`src/rtl/neuron_pkg.sv`:
```
package neuron_pkg;
  localparam int NUM_SYN = 4;

  typedef struct packed {
    logic               clr;
    logic               loadProd;
    logic [NUM_SYN-1:0] wtUp;
    logic [NUM_SYN-1:0] wtDown;
  } neuron_strobe_t;
endpackage

```
`src/rtl/neuron_ctrl.sv`:
```
module neuron_ctrl
  import neuron_pkg::*;
(
  input  logic               rst,
  input  logic               update,
  input  logic [NUM_SYN-1:0] wtInc,
  input  logic [NUM_SYN-1:0] wtDec,
  output neuron_strobe_t     strobe
);
  // conflicting adjust requests cancel to a hold
  always_comb begin
    strobe.clr      = rst;
    strobe.loadProd = update & ~rst;
    strobe.wtUp     = wtInc & ~wtDec;
    strobe.wtDown   = wtDec & ~wtInc;
  end
endmodule

```
`src/rtl/neuron_synapse.sv`:
```
module neuron_synapse #(
  parameter int IN_W = 4,
  parameter int WT_W = 3,
  localparam int PW  = IN_W + WT_W
) (
  input  logic            clk,
  input  logic            clr,
  input  logic            load,
  input  logic            up,
  input  logic            down,
  input  logic [IN_W-1:0] x,
  output logic [WT_W-1:0] weight,
  output logic [PW-1:0]   prod
);
  localparam logic [WT_W-1:0] WMAX = {WT_W{1'b1}};

  logic [PW-1:0] prodNext;
  assign prodNext = PW'(x) * PW'(weight);

  always_ff @(posedge clk) begin
    if (clr) begin
      prod <= '0;
    end else if (load) begin
      prod <= prodNext;
    end
  end

  always_ff @(posedge clk) begin
    if (clr) begin
      weight <= '0;
    end else if (up && weight != WMAX) begin
      weight <= weight + 1'b1;
    end else if (down && weight != '0) begin
      weight <= weight - 1'b1;
    end
  end
endmodule

```
`src/rtl/neuron_datapath.sv`:
```
module neuron_datapath
  import neuron_pkg::*;
#(
  parameter int IN_W  = 4,
  parameter int WT_W  = 3,
  parameter int SHIFT = 1,
  parameter int CNT_W = 8,
  localparam int PW   = IN_W + WT_W,
  localparam int SW   = PW + 2,
  localparam int QW   = SW - SHIFT
) (
  input  logic                    clk,
  input  neuron_strobe_t          strobe,
  input  logic [NUM_SYN*IN_W-1:0] xIn,
  input  logic [QW-1:0]           threshold,
  output logic [QW-1:0]           level,
  output logic                    fire,
  output logic [NUM_SYN*WT_W-1:0] weights,
  output logic [CNT_W-1:0]        predCount
);
  logic [PW-1:0] prodArr [NUM_SYN];

  for (genvar i = 0; i < NUM_SYN; i++) begin : g_syn
    neuron_synapse #(.IN_W(IN_W), .WT_W(WT_W)) syn_i (
      .clk   (clk),
      .clr   (strobe.clr),
      .load  (strobe.loadProd),
      .up    (strobe.wtUp[i]),
      .down  (strobe.wtDown[i]),
      .x     (xIn[i*IN_W +: IN_W]),
      .weight(weights[i*WT_W +: WT_W]),
      .prod  (prodArr[i])
    );
  end

  // two-level adder tree, widened so no carry is lost
  logic [SW-2:0] pairLo, pairHi;
  logic [SW-1:0] sumAll, shifted;
  assign pairLo  = (SW-1)'(prodArr[0]) + (SW-1)'(prodArr[1]);
  assign pairHi  = (SW-1)'(prodArr[2]) + (SW-1)'(prodArr[3]);
  assign sumAll  = SW'(pairLo) + SW'(pairHi);
  assign shifted = sumAll >> SHIFT;
  assign level   = shifted[QW-1:0];

  always_ff @(posedge clk) begin
    if (strobe.clr) begin
      fire      <= 1'b0;
      predCount <= '0;
    end else begin
      fire <= (level >= threshold);
      if (fire) predCount <= predCount + 1'b1;
    end
  end
endmodule

```
`src/rtl/neuron_core.sv`:
```
module neuron_core
  import neuron_pkg::*;
#(
  parameter int IN_W  = 4,
  parameter int WT_W  = 3,
  parameter int SHIFT = 1,
  parameter int CNT_W = 8,
  localparam int QW   = IN_W + WT_W + 2 - SHIFT
) (
  input  logic                    clk,
  input  logic                    rst,
  input  logic                    update,
  input  logic [NUM_SYN-1:0]      wtInc,
  input  logic [NUM_SYN-1:0]      wtDec,
  input  logic [NUM_SYN*IN_W-1:0] xIn,
  input  logic [QW-1:0]           threshold,
  output logic [QW-1:0]           level,
  output logic                    fire,
  output logic [NUM_SYN*WT_W-1:0] weights,
  output logic [CNT_W-1:0]        predCount
);
  neuron_strobe_t strobe;

  neuron_ctrl ctrl_i (
    .rst   (rst),
    .update(update),
    .wtInc (wtInc),
    .wtDec (wtDec),
    .strobe(strobe)
  );

  neuron_datapath #(
    .IN_W(IN_W), .WT_W(WT_W), .SHIFT(SHIFT), .CNT_W(CNT_W)
  ) dp_i (
    .clk      (clk),
    .strobe   (strobe),
    .xIn      (xIn),
    .threshold(threshold),
    .level    (level),
    .fire     (fire),
    .weights  (weights),
    .predCount(predCount)
  );
endmodule

```
`config.mk`:
```
export PLATFORM = sky130hd
export DESIGN_NAME = neuron_core
export DESIGN_NICKNAME = d
export VERILOG_FILES = /design/src/rtl/neuron_pkg.sv /design/src/rtl/neuron_ctrl.sv /design/src/rtl/neuron_synapse.sv /design/src/rtl/neuron_datapath.sv /design/src/rtl/neuron_core.sv
export SDC_FILE = /design/constraint.sdc
export NUM_CORES = 1
export LEC_CHECK = 0
export BUFFER_PORTS_ARGS = -buffer_cell sky130_fd_sc_hd__buf_2
export CORE_MARGIN = 8
export CORE_UTILIZATION = 50
export CTS_CLUSTER_SIZE = 8
export DETAILED_ROUTE_END_ITERATION = 10
export PLACE_DENSITY = 0.74
export SETUP_SLACK_MARGIN = 0.4
export SLEW_MARGIN = 20
export SYNTH_ARGS = -nofsm -noshare
export SYNTH_HDL_FRONTEND = slang
export SYNTH_SLANG_ARGS = --single-unit
export TNS_END_PERCENT = 30
```
`constraint.sdc`:
```
create_clock -name clk -period 3.1 [get_ports clk]
set_clock_uncertainty 0.05 [all_clocks]
set_input_delay 0.155 -clock clk [delete_from_list [all_inputs] [get_ports clk]]
set_output_delay 0.155 -clock clk [all_outputs]
set_load 0.01 [all_outputs]
```
==> summary.md, run 1 <==
| Metric | Value |
|---|---|
| Total Wirelength | 9460 µm |
| Wire per inst | 13.9 µm |
| Setup WS pre-CTS | -0.324 ns |
| FP Rows | 33 |
| Antenna Nets Post-Route | 0 |
| PortBufs | 63 |
| Initial Utilization | 51.5% |
| Setup CP Type | reg2reg |
| Hold WC Path Type | in2reg |
| Vias in the first global route | 3665 |
| Grt ovf | 0 |
| Worst VDD drop | 0.000197 V |
| Max Cap Violations | 0 |
| Final Max Tran Viols | 0 |
| Cell count after placement | 670 |
| Setup ws final | -0.322 ns |
| Yosys reg bits | 49 |
| Power Internal | 1230 µW |
| Relative slew slack | 49.9% |
| Final Cycle Share | 110% |
| Seq/Total Area, Yosys | 23.2% |
| Layout cells sized above 1 | 22.0% |
| Inserted Diodes | 0 |
| Static Leak | 0.00229 µW |
| Chip Width | 108 µm |
| RSZ-0062 raised after global routing | yes |
| WHS | 0.0920 ns |
| Worst Path Arrival | 3.54 ns |
| Fin crit period | 3.42 ns |
| TritonCTS Sinks | 49 |
| Reg clk slew, reported paths | 0.10 ns |
| DRT iter0 DRCs | 141 |
| Failing checks | setup timing |
| CTS root buf | clkbuf_8 |
| Largest area contributor in the netlist | dfxtp_1 |
| Worst Max-Slew Pin Slew | 0.752 ns |
| Combinational share of power | 35.9% |
| Area after DPL | 4730 µm² |
| Synth Cell Area | 4230 µm² |
| IO Pins | 64 |
| Pre-Repair DR Iteration Count | 5 |
| Gr usage total | 16.2% |
| CTS tree | done |
| Worst-path maximum fanout | 2 |
| Synth Net Count | 620 |
| Largest net degree at the start of global routing | 37 |
| Required @ worst endpoint | 3.21 ns |
| Final HPWL DP | 7250 µm |
| Largest cells by area after synthesis | dfxtp_1, fa_1, ha_1 |
| Clock power frac | 24.9% |
| Crit path launch type | flip-flop |
| CTS Buf Count | 5 |
| Post-route DRC violation count | 0 |
| Distinct cells, synth | 41 |
| Sw Share | 34.6% |
| Post-route insts no fill | 681 |
| Seq. cell area | 993 µm² |
| Die height | 108 µm |
| Fmax | 292 MHz |
| Area of the multi-input gates | 3050 µm² |
| Run status | complete, but fails checks |
| DR vias | 3681 |
| Yosys top cell area share | 23.2% |
| Most common cell after layout, fill and taps aside | buf_2 |
| Core area | 8220 µm² |
| Most frequent cells in the layout | buf_2, nor2_1, inv_1 |
| Sequential share of power | 39.3% |
| Syn Area/Cell | 8.21 µm² |
| Antenna violations before repair | 0 |
| Die area | 11700 µm² |
| Fin. Hold Viols | 0 |
| Power density over the cells | 377 nW/µm² |
| P&R area growth vs syn | 17.6% |
| Setup violators final | 5 |
| Global-route wire length before repair | 15900 µm |
| Clock Latency Late Sink | 0.30 ns |
| CTS max path bufs | 2 |
| Final core utilization | 60.5% |
| Routability cong. | 0.797 |
| DR vias/cell | 5.41 |
| Nets | 680 |
| Warnings, synthesis | 0 |
| Fill cells | 755 |
| Mapped Cells | 515 |
| # H-tree levels | 2 |
| Worst Setup End Kind | flip-flop |
| Final Cell Area | 4970 µm² |
| Switching power | 648 µW |
## state kept, by name, indices dropped and copies added (netlist names)
| signal | cells |
|---|---|
| dp_i.g_syn.syn_i.prod | 28 |
| dp_i.predCount | 8 |
| dp_i.fire | 1 |
| dp_i.g_syn.syn_i.weight | 12 |
## layer usage
layer / global-route usage [%] / up-vias / wire length (µm)
li1: - / 1854 / -
met1: 19.4 / 1759 / 4320
met2: 28.2 / 61 / 4600
met3: 3.87 / 7 / 450
met4: 4.36 / 0 / 84
met5: 0 / - / 0
## power groups by stage
stage	clock [µW]	sequential [µW]	combinational, µW
6_report	466	736	673
5_1_grt	503	747	762
4_1_cts	480	734	643
3_5_place_dp	0	748	627
3_3_place_gp	0	745	600
2_1_floorplan	0	716	481
## critical path, stage by stage, from the launching register on
cell	delay, ns
dfxtp_2	0.35
inv_1	0.05
fa_1	0.50
fa_1	0.51
inv_1	0.06
ha_4	0.27
o21ai_2	0.05
o21bai_2	0.22
a21oi_1	0.12
xnor2_1	0.26
ha_1	0.32
a21oi_2	0.15
nor2_1	0.07
a211oi_2	0.19
o22ai_2	0.10
## what timing repair did
item                       4_1_cts  5_1_grt
cloned                           0        0
buffers inserted                 0        3
pin swaps                        4        8
hold buffers                     0        0
setup endpoints to repair        8       14
resized for setup               11       17
## cell usage after synthesis, drive strengths merged
cell / count
nand4: 3
nor3: 12
mux2i: 10
nand3b: 4
xor2: 5
nor2b: 15
nand2b: 8
xnor2: 6
o21ai: 24
nand3: 16
buf: 17
a21o: 3
ha: 40
fa: 30
a31oi: 8
o22ai: 6
a22oi: 5
and3: 1
inv: 56
a211oi: 11
o21a: 4
a21oi: 22
nor2: 56
o31ai: 2
nand2: 41
a2111oi: 11
a221oi: 4
and2: 27
clkbuf: 10
o21bai: 2
dfxtp: 49
or3: 3
a211o: 4
## path summary, 6_finish.rpt
kind                                                  start                           to  slack [ns]  depth (start not counted)
worst max-delay path            dp_i.g_syn[3].syn_i.prod[4]                    dp_i.fire       -0.32                         14
worst min-delay path                                 xIn[4]  dp_i.g_syn[1].syn_i.prod[0]        0.09                          3
worst max register to register  dp_i.g_syn[3].syn_i.prod[4]                    dp_i.fire       -0.32                         14
worst min register to register  dp_i.g_syn[0].syn_i.prod[0]  dp_i.g_syn[0].syn_i.prod[0]        0.44                          2
## cells by family (layout without fill, tap and decap cells)
logic type	Yosys count	after routing	synth area share [%]
adders and majority gates	70	70	26.0
DFF	49	49	23.2
muxes	10	10	2.37
and+or+nand+nor	186	186	21.1
buffers and inverters	83	144	7.84
xor gates and xnor gates	11	11	2.28
AOI/OAI and AO/OA	106	106	17.1
## area by class of cell
cell class                      count  share of cell area (%)
Clock buffer                        5                    1.38
Clock inverter                      3                   0.931
Inverter                           56                    4.23
Multi-Input combinational cell    383                    61.4
Sequential cell                    49                    20.0
Tap cell                          105                    2.64
Timing Repair Buffer               80                    9.44
## stage by stage
stage,power (µW),setup TNS (ns)
after floorplan,1200,-0.153
after global routing,2010,-1.37
after global placement,1350,-0.188
final,1880,-0.804
after CTS,1860,-0.601
after detailed placement,1370,-0.324
No activity file was read; power rests on OpenSTA's default activity.
==> run 2, diff against run 1 <==
PLACE_DENSITY = 0.76   (was 0.74)
==> run 2 against run 1 <==
  * The run still ends with setup timing left
  * Register-to-register slack better by 0.02 ns
  * Clock-buffer cell count unchanged
  * Fmax up 0.73%
  * Flip-flop and latch count unchanged
  * Via count down 0.54%
  * Critical path type unchanged
  * First-iteration DRC count up 67%
  * Largest cell class unchanged
  * Global-route usage down 0.065 points
  * Cell area down 1.1%
  * Combinational power down 4.5%
  * Power down 1.4%
  * Wire length down 0.95%
==> summary.md, run 2 (synthesis results as in run 1) <==
| Metric | Value |
|---|---|
| Crit path launch type | flip-flop |
| Max Cap Violations | 0 (unchanged) |
| Worst-path maximum fanout | 2 (unchanged) |
| Fill cells | 733 (-2.9%) |
| DR vias/cell | 5.40 (-0.10%) |
| Inserted Diodes | 0 (unchanged) |
| Core area | 8220 µm² (unchanged) |
| CTS tree | done |
| PortBufs | 63 (unchanged) |
| Layout cells sized above 1 | 22.0% (-0.059 points) |
| Vias in the first global route | 3518 (-4.0%) |
| Setup CP Type | reg2reg |
| Gr usage total | 16.1% (-0.065 points) |
| Antenna violations before repair | 0 (unchanged) |
| # H-tree levels | 2 (unchanged) |
| Chip Width | 108 µm (unchanged) |
| P&R area growth vs syn | 16.3% |
| Power density over the cells | 376 nW/µm² (-0.30%) |
| Die height | 108 µm (unchanged) |
| Largest net degree at the start of global routing | 41 (+11%) |
| Largest Register | dp_i.g_syn.syn_i.prod |
| Top flop regs | dp_i.g_syn.syn_i.prod x28, dp_i.g_syn.syn_i.weight x12, dp_i.predCount x8 |
| Final Cycle Share | 110% (-0.80 points) |
| Fin crit period | 3.40 ns (-0.0247 ns) |
| Reg clk slew, reported paths | 0.09 ns (about the same) |
| Clock Latency Late Sink | 0.30 ns (about the same) |
| Die area | 11700 µm² (unchanged) |
| Global-route wire length before repair | 15700 µm (-1.2%) |
| WHS | 0.104 ns (+0.0118 ns) |
| Crit-path cells | inv_2 -> fa_1 -> fa_1 -> inv_2 -> ha_4 -> a211oi_2 -> o21bai_2 -> a21oi_1 -> xnor2_1 -> ha_1 -> a21oi_1 -> nor2_1 -> a211oi_2 -> o22ai_2 |
| CP max stage delay | 0.55 ns (+0.04 ns) |
| Worst Setup End Kind | flip-flop |
| RSZ-0062 raised after global routing | yes |
| Wire per inst | 13.8 µm (-0.51%) |
| Total Wirelength | 9370 µm (-0.95%) |
| Final HPWL DP | 7230 µm (-0.35%) |
| Critical-path top delay cell | fa_1 |
| Required @ worst endpoint | 3.21 ns (about the same) |
| Most frequent cells in the layout | buf_2, nor2_1, inv_1 |
| Worst Max-Slew Pin Slew | 0.807 ns (+0.0547 ns) |
| Run status | complete, but fails checks |
| TritonCTS Sinks | 49 (unchanged) |
| FP Rows | 33 (unchanged) |
| DRT iter0 DRCs | 236 (+67%) |
| IO Pins | 64 (unchanged) |
| CTS Buf Count | 5 (unchanged) |
| Setup violators final | 4 (-1) |
| Fmax | 294 MHz (+0.73%) |
| Pre-Repair DR Iteration Count | 4 (-1) |
| Nets | 677 (-0.44%) |
| Grt ovf | 0 (unchanged) |
| Worst VDD drop | 0.000211 V (+7.2%) |
| DR vias | 3661 (-0.54%) |
| Max reg flops | 28 (unchanged) |
| Static Leak | 0.00227 µW (-0.82%) |
| Initial Utilization | 51.5% (unchanged) |
| Hold WC Path Type | in2reg |
| CTS root buf | clkbuf_8 |
| Final Max Tran Viols | 0 (unchanged) |
| Worst Path Arrival | 3.51 ns (-0.03 ns) |
| Most common cell after layout, fill and taps aside | buf_2 |
| Setup ws final | -0.298 ns (+0.0247 ns) |
| Fin. Hold Viols | 0 (unchanged) |
| Routability cong. | 0.812 (+1.9%) |
| Post-route DRC violation count | 0 (unchanged) |
| Antenna Nets Post-Route | 0 (unchanged) |
| Final core utilization | 59.8% (-0.67 points) |
| Relative slew slack | 46.2% (-3.6 points) |
| Failing checks | setup timing |
| CTS max path bufs | 2 (unchanged) |
| Setup TNS | -0.654 ns (+0.150 ns) |
-- run 2: cell count changes in the layout (fill, tap and decap cells not counted), sizes merged --
cell | before | now
buf | 80 | 77
-- run 2: layout make-up --
| class | instances | area [µm²] | area share (%) |
|---|---|---|---|
| Multi-Input combinational cell | 383 | 3040 | 61.8 |
| Sequential cell | 49 | 997 | 20.3 |
| Timing Repair Buffer | 77 | 424 | 8.63 |
| Inverter | 56 | 210 | 4.27 |
| Tap cell | 105 | 131 | 2.67 |
| Clock buffer | 5 | 68.8 | 1.40 |
| Clock inverter | 3 | 46.3 | 0.941 |
-- run 2: final timing paths --
| kind | to | from | cells past startpoint | slack (ns) |
|---|---|---|---|---|
| worst max-delay path | dp_i.fire | dp_i.g_syn[1].syn_i.prod[2] | 14 | -0.30 |
| worst min-delay path | dp_i.g_syn[0].syn_i.prod[0] | xIn[0] | 3 | 0.10 |
| worst max register to register | dp_i.fire | dp_i.g_syn[1].syn_i.prod[2] | 14 | -0.30 |
| worst min register to register | dp_i.g_syn[0].syn_i.prod[0] | dp_i.g_syn[0].syn_i.prod[0] | 2 | 0.42 |
-- run 2: where the power goes --
group          switching, µW  internal, µW
Clock                    224           242
Combinational            346           296
Sequential              70.9           670
Total                    641          1210
-- run 2: routing by layer --
metal	global-route usage, %	routed length (µm)
met4	3.96	78
met2	27.3	4540
met1	20.3	4300
met3	3.69	445
met5	0	0
-- run 2: critical path, delay by kind of cell, from the launching register on --
kind                     cells  cell delay [ns]
adder cells (fa/ha/maj)      4             1.48
AO/OA/AOI/OAI                6             0.98
buffers and inverters        2             0.14
flip-flops                   1             0.35
XOR/XNOR                     1             0.19
AND/OR/NAND/NOR              1             0.07
-- run 2: repair_timing --
item                                    CTS  global route
gates resized for setup                   8            17
pin swaps                                 2             3
hold buffers                              0             0
endpoints found under the hold margin     0             0
setup buffers                             0             1
endpoints found under the setup margin    8            13
-- run 2: per-stage QoR --
stage	power (µW)	instance area, µm²	setup slack [ns]	cells
3_3_place_gp	1340	4720	-0.183	669
3_5_place_dp	1370	4720	-0.315	669
2_1_floorplan	1200	4300	-0.153	515
5_1_grt	1980	4920	-0.393	678
4_1_cts	1850	4860	-0.310	677
6_report	1850	4920	-0.298	678
